<file path="config.mk">
export PLATFORM = sky130hd
export DESIGN_NAME = bitTestScanUnit
export DESIGN_NICKNAME = d
export VERILOG_FILES = /design/src/rtl/bitTestScanPkg.sv /design/src/rtl/bitTestScanCtrl.sv /design/src/rtl/bitTestScanPath.sv /design/src/rtl/bitTestScanUnit.sv
export SDC_FILE = /design/constraint.sdc
export NUM_CORES = 1
export LEC_CHECK = 0
export BUFFER_PORTS_ARGS = -buffer_cell sky130_fd_sc_hd__buf_2
export CAP_MARGIN = 20
export CORE_MARGIN = 8
export CORE_UTILIZATION = 57
export CTS_CLUSTER_DIAMETER = 80
export CTS_CLUSTER_SIZE = 20
export DETAILED_ROUTE_END_ITERATION = 12
export GPL_ROUTABILITY_DRIVEN = 0
export MAX_ROUTING_LAYER = met4
export PLACE_DENSITY = 0.92
export SETUP_SLACK_MARGIN = 0.15
export SLEW_MARGIN = 20
export SYNTH_ARGS = -nofsm -noshare
export SYNTH_HDL_FRONTEND = slang
export SYNTH_HIERARCHICAL = 1
export SYNTH_SLANG_ARGS = --single-unit
</file>
<file path="constraint.sdc">
create_clock -name clk -period 3.2 [get_ports clk]
set_clock_uncertainty 0.15 [all_clocks]
set_input_delay 0.16 -clock clk [delete_from_list [all_inputs] [get_ports clk]]
set_output_delay 0.16 -clock clk [all_outputs]
set_load 0.02 [all_outputs]
</file>
<file path="src/rtl/bitTestScanPkg.sv">
package bitTestScanPkg;

  typedef enum logic [2:0] {
    OP_TEST   = 3'd0,
    OP_SET    = 3'd1,
    OP_CLEAR  = 3'd2,
    OP_FLIP   = 3'd3,
    OP_SCANUP = 3'd4,
    OP_SCANDN = 3'd5,
    OP_RSV6   = 3'd6,
    OP_RSV7   = 3'd7
  } opcode_e;

  typedef enum logic [1:0] {
    MOD_NONE  = 2'd0,
    MOD_SET   = 2'd1,
    MOD_CLEAR = 2'd2,
    MOD_FLIP  = 2'd3
  } modKind_e;

  // Strobes from the control to the datapath
  typedef struct packed {
    logic     loadResult;
    logic     loadCarry;
    logic     loadZero;
    logic     selScan;
    logic     scanFromTop;
    modKind_e modKind;
  } strobes_t;

endpackage

</file>
<file path="src/rtl/bitTestScanCtrl.sv">
module bitTestScanCtrl
  import bitTestScanPkg::*;
(
  input  logic       clk,
  input  logic       rst,
  input  logic       validIn,
  input  logic [2:0] opcode,
  input  logic       srcIsZero,
  output strobes_t   strobes,
  output logic       validOut
);

  always_comb begin
    strobes = '0;
    strobes.modKind = MOD_NONE;
    unique case (opcode)
      OP_SET:   strobes.modKind = MOD_SET;
      OP_CLEAR: strobes.modKind = MOD_CLEAR;
      OP_FLIP:  strobes.modKind = MOD_FLIP;
      default:  strobes.modKind = MOD_NONE;
    endcase
    if (opcode == OP_SCANUP || opcode == OP_SCANDN) begin
      strobes.selScan     = 1'b1;
      strobes.scanFromTop = (opcode == OP_SCANDN);
      strobes.loadZero    = validIn;
      strobes.loadResult  = validIn && !srcIsZero;
      strobes.loadCarry   = 1'b0;
    end else begin
      strobes.loadResult  = validIn;
      strobes.loadCarry   = validIn;
    end
  end

  always_ff @(posedge clk) begin
    if (rst) validOut <= 1'b0;
    else     validOut <= validIn;
  end

endmodule

</file>
<file path="src/rtl/bitTestScanPath.sv">
module bitTestScanPath
  import bitTestScanPkg::*;
#(
  parameter int DATA_W  = 32,
  parameter int INDEX_W = 8
) (
  input  logic               clk,
  input  logic               rst,
  input  strobes_t           strobes,
  input  logic [DATA_W-1:0]  operand,
  input  logic [INDEX_W-1:0] index,
  output logic               srcIsZero,
  output logic [DATA_W-1:0]  result,
  output logic               carry,
  output logic               zeroFlag
);

  localparam int POS_W = $clog2(DATA_W);

  logic [POS_W-1:0]  bitSel;
  logic [DATA_W-1:0] bitMask;
  logic [DATA_W-1:0] modified;
  logic              oldBit;
  logic [POS_W-1:0]  lowPos;
  logic [POS_W-1:0]  highPos;
  logic [DATA_W-1:0] scanWord;
  logic [DATA_W-1:0] nextResult;

  assign bitSel    = POS_W'(index % INDEX_W'(DATA_W));
  assign bitMask   = DATA_W'(1) << bitSel;
  assign oldBit    = operand[bitSel];
  assign srcIsZero = (operand == '0);

  always_comb begin
    unique case (strobes.modKind)
      MOD_SET:   modified = operand | bitMask;
      MOD_CLEAR: modified = operand & ~bitMask;
      MOD_FLIP:  modified = operand ^ bitMask;
      default:   modified = operand;
    endcase
  end

  // Lowest one: walk down so the last hit is the smallest position
  always_comb begin
    lowPos = '0;
    for (int i = DATA_W - 1; i >= 0; i--) begin
      if (operand[i]) lowPos = POS_W'(i);
    end
  end

  // Highest one: walk up so the last hit is the largest position
  always_comb begin
    highPos = '0;
    for (int i = 0; i < DATA_W; i++) begin
      if (operand[i]) highPos = POS_W'(i);
    end
  end

  assign scanWord   = strobes.scanFromTop ? DATA_W'(highPos) : DATA_W'(lowPos);
  assign nextResult = strobes.selScan ? scanWord : modified;

  always_ff @(posedge clk) begin
    if (rst) begin
      result   <= '0;
      carry    <= 1'b0;
      zeroFlag <= 1'b0;
    end else begin
      if (strobes.loadResult) result   <= nextResult;
      if (strobes.loadCarry)  carry    <= oldBit;
      if (strobes.loadZero)   zeroFlag <= srcIsZero;
    end
  end

endmodule

</file>
<file path="src/rtl/bitTestScanUnit.sv">
module bitTestScanUnit
  import bitTestScanPkg::*;
#(
  parameter int DATA_W  = 32,
  parameter int INDEX_W = 8
) (
  input  logic               clk,
  input  logic               rst,
  input  logic               validIn,
  input  logic [2:0]         opcode,
  input  logic [DATA_W-1:0]  operand,
  input  logic [INDEX_W-1:0] index,
  output logic [DATA_W-1:0]  result,
  output logic               carry,
  output logic               zeroFlag,
  output logic               validOut
);

  strobes_t strobes;
  logic     srcIsZero;

  bitTestScanCtrl i_ctrl (
    .clk      (clk),
    .rst      (rst),
    .validIn  (validIn),
    .opcode   (opcode),
    .srcIsZero(srcIsZero),
    .strobes  (strobes),
    .validOut (validOut)
  );

  bitTestScanPath #(
    .DATA_W (DATA_W),
    .INDEX_W(INDEX_W)
  ) i_path (
    .clk      (clk),
    .rst      (rst),
    .strobes  (strobes),
    .operand  (operand),
    .index    (index),
    .srcIsZero(srcIsZero),
    .result   (result),
    .carry    (carry),
    .zeroFlag (zeroFlag)
  );

endmodule

</file>
Yosys cells after proc, flatten, opt, wreduce, memory -nomap -nowiden
Index checks and enable logic that the tools add are counted.

Logic and storage cells: 93. Register bits: 35.

Equality and inequality tests: 8. Reductions and logical operators: 4. Shifts and indexed selects: 1. Magnitude comparators: 1. Bitwise logic cells: 4. Mux-type cells: 71.

Operators with widths (number): $mux 5 (49); $pmux 32 s3 (1); $and 32x32->32 (1); $logic_not 32->1 (1); $mux 32 (1); $mux 4 (8); $not 32->32 (1); $or 32x32->32 (1); $shl 1x5->32 const A (1); $xor 32x32->32 (1); $mux 3 (5); $eq 3x2->1 const B (2); $eq 3x3->1 const B (2); $lt 5x6->1 const B (1); $mux 2 (3); $pmux 2 s3 (1); $bmux 1 s5 (1); $eq 2x2->1 const B (2); $eq 3x1->1 const B (1); $eq 2x1->1 const B (1); $mux 1 (2); $logic_and 1x1->1 (1); $logic_not 1->1 (1); $logic_or 1x1->1 (1).

Logic depth before layout (Yosys ltp)
Word-level depth: 34. Gate-level depth with buffers: 11.

Cells and area by module
The synthesis kept the hierarchy.

By module, submodules not included: bitTestScanPath (times used 1, cells an instance 497, sequential area each 680.7 µm², area each 4160.2 µm²); bitTestScanCtrl (times used 1, cells an instance 9, sequential area each 20.0 µm², area each 80.1 µm²).

Least setup slack after synthesis
No wires, ideal clock.

Kind: in2reg. From: input port operand[21]. To: register i_path.result[13]. Cell stages on the path: 10. Setup time: 0.128 ns. Path slack: 0.915 ns. Arrival: 2.007 ns. Cells stage by stage: clkbuf_1 nor4_1 nand4_1 nor3_1 a21boi_0 nor2b_1 clkbuf_1 clkbuf_1 a21oi_1 nor2_1.

RTL lines: from (decl) (RTL line bitTestScanUnit.sv:11) `input logic [DATA_W-1:0] operand,`; to (signal assigned) (RTL line bitTestScanPath.sv:68) `if (strobes.loadResult) result <= nextResult;`; to (decl) (RTL line bitTestScanPath.sv:13) `output logic [DATA_W-1:0] result,`.

Final worst setup path
From: input port index[0]. To: register i_path.result[21].

Cells in the longest elaborated chain, start to end: 5. Elaborated cells on any way between the ends: 7. Those cells by class: 1 x shift; 2 x mux; 4 x bitwise.

Ends and longest elaborated chain: from (decl) (RTL line bitTestScanUnit.sv:12) `input logic [INDEX_W-1:0] index,`; $shl 1x5->32 * (RTL line bitTestScanPath.sv:30) `assign bitMask = DATA_W'(1) << bitSel;`; $not 32->32 (RTL line bitTestScanPath.sv:37) `MOD_CLEAR: modified = operand & ~bitMask;`; $and 32x32->32 (RTL line bitTestScanPath.sv:37); $pmux 32 s3 * (RTL line bitTestScanPath.sv:35) `unique case (strobes.modKind)`; $mux 32 * (RTL line bitTestScanPath.sv:60) `assign nextResult = strobes.selScan ? scanWord : modified;`.

Every way passes the cells marked *; elsewhere a longest branch is shown, timed or not. A chain may end at the register's enable or synchronous reset.

==> results.cfg <==
[status]
status = completed

[global_routing]
antenna_found_initial = 0
grt_first_pass_wirelength_mm = 19.34
grt-ovfl-total = 0
grt_max_degree = 43
grt_pass1_vias = 4165
track_usage_pct = 23.85

[clocking]
cts-root-buf = clkbuf_8
cts.path.max_buffers = 2
cts.htree.levels = 2
clock_latency_ps = 290
cts_made_buffers = 5
clk_pin_slew_ps = 70
clock_sinks = 35
postCtsResizedCells = 0
cts_tree = yes

[yosys]
syn_area_mm2 = 0.004240
yosysWarnings = 6
synth_flop_cell = dfxtp_1
avgSynthCellArea_um2 = 8.380
syn-num-nets = 616
ys_async_sr_fraction_pct = 0
ys_types = 47
syn_inst = 506
ys_seq_elements = 35
synth_sequential_area_ratio_pct = 16.52
synth-edff-count = 0

[final_layout]
area_growth_pct = 12.04
layout_commonest_cell = buf_2
final_area_mm2 = 0.004751
antenna_cells = 0
nNetsFinal = 671
drive_gt1_share_pct = 23.84
final_cell_mix = 77 x buf_2, 64 x ha_1, 61 x inv_1
fillCellCount = 601

[floorplan]
die_x_um = 102.3
io_pins = 81
die-area_mm2 = 0.01046
initial_core_util_pct = 58.78
rows = 31
die_y_um = 102.3
core_mm2 = 0.007214

[detailed_routing]
wl_mm = 12.01
wl_per_cell_um = 18.16
firstDrtPassIters = 6
drtIter0Drc = 472
drc = 0
vias = 4190
vias_per_cell = 6.339
drtAntennaViolNets = 0

[sta]
tns_ps = 0
slew_headroom_pct = 31.40
slew_violations = 0
setup_viol_count_final = 0
post-route-period-util_pct = 75.19
layout_min_cycle_time_ps = 2406
max_clock_freq_ghz = 0.4156
rsz0062_at_grt = false
worst_pin_slew_ps = 1003
finalHoldViolCount = 0

[placed_design]
hpwl_mm = 9.118
numPortBuffers = 77
place_area_mm2 = 0.004636

[flow_run]
drv_cap = 0

[setup_path]
endpoint_kind = flop
critPathKind = primary input to flop
critPathMaxFanout = 16
crit_path_start_kind = primary input
crit_required_ps = 3200
arrival_ps = 2410

[power]
p_leak_nw = 2.105
power.density_mw_per_mm2 = 280.1
vdd_ir_drop_max_uv = 126.5

[worst_hold_path]
min_path_type = primary input to flop
layer usage:
metal  wire, µm  GRT usage [%]
met1       4585          26.70
met2       5700          39.33
met3       1110          4.428
met4        609          13.21
met5          0              -
where the power goes:
part,leakage (nW),total (mW),internal (mW),switching (mW)
registers,0.288,0.476,0.464,0.0120
clock network,0.0515,0.366,0.197,0.169
logic,1.77,0.489,0.205,0.284
Yosys cell counts (4+ instances only):
library cell / count / area, µm²
ha_1: 64 / 800.8
inv_1: 61 / 229.0
nor2_1: 53 / 198.9
a21oi_1: 50 / 250.2
nand2_1: 43 / 161.4
mux4_2: 36 / 810.8
dfxtp_1: 35 / 700.7
nor2b_1: 34 / 212.7
clkbuf_1: 22 / 82.58
o21ai_0: 12 / 60.06
nor4_1: 9 / 56.30
o2111ai_1: 9 / 78.83
buf_2: 8 / 40.04
a211oi_1: 7 / 52.55
nor3_1: 6 / 30.03
a31oi_1: 4 / 25.02
mux2_2: 4 / 45.04
critical path, cell delays in order:
cell and delay (ps):
buf_2 310, nor3b_1 700, nand2_1 210, ha_1 310, mux4_2 460, a21oi_1 180
nor2_1 80
cells by family (layout without fill, tap and decap cells):
family	after synthesis	in the layout	share of synthesized area, %
and+or+nand+nor	166	166	19.00
AOI/OAI and AO/OA	102	102	14.96
buffers and inverters	95	151	9.117
adders and majority gates	64	64	18.88
muxes	44	44	21.51
DFF	35	35	16.52
final timing paths:
check	start	to	slack, ps	cells past startpoint
worst max-delay path	index[0]	i_path/result[21]$_SDFFE_PP0P_	790	7
worst min-delay path	opcode[1]	i_path/result[1]$_SDFFE_PP0P_	110	3
worst max register to register	i_path/result[0]$_SDFFE_PP0P_	i_path/result[0]$_SDFFE_PP0P_	2180	3
worst min register to register	i_path/result[3]$_SDFFE_PP0P_	i_path/result[3]$_SDFFE_PP0P_	320	2
flip-flops by register name, indices dropped and copies added (netlist names):
name,count
i_path/carry,1
i_ctrl/validOut,1
i_path/result,32
i_path/zeroFlag,1
final cells by class:
class | instances | area [µm²] | share of cell area [%]
Tap cell | 99 | 123.9 | 2.607
Inverter | 61 | 229.0 | 4.820
Multi-Input combinational cell | 376 | 3172 | 66.76
Sequential cell | 35 | 700.7 | 14.75
Clock buffer | 8 | 100.1 | 2.107
Timing Repair Buffer | 82 | 425.4 | 8.954
what timing repair did:
item | 4_1_cts | 5_1_grt
buffers inserted | 0 | 0
hold buffers | 1 | 0
endpoints found under the hold margin | 1 | 0
stage by stage:
stage / std cells / worst slack (ps) / utilization, % / power, mW / hold slack (ps)
6_report: 661 / 793.8 / 65.85 / 1.331 / 107.8
4_1_cts: 661 / 822.6 / 65.78 / 1.332 / 107.1
2_1_floorplan: 506 / 915.1 / - / 0.8106 / 81.61
3_5_place_dp: 652 / 509.7 / 64.26 / 0.9633 / 284.7
5_1_grt: 661 / 653.9 / 65.85 / 1.407 / 132.7
3_3_place_gp: 652 / 623.5 / 64.26 / 0.9386 / 269.3
(Power assumes the default switching activity.)
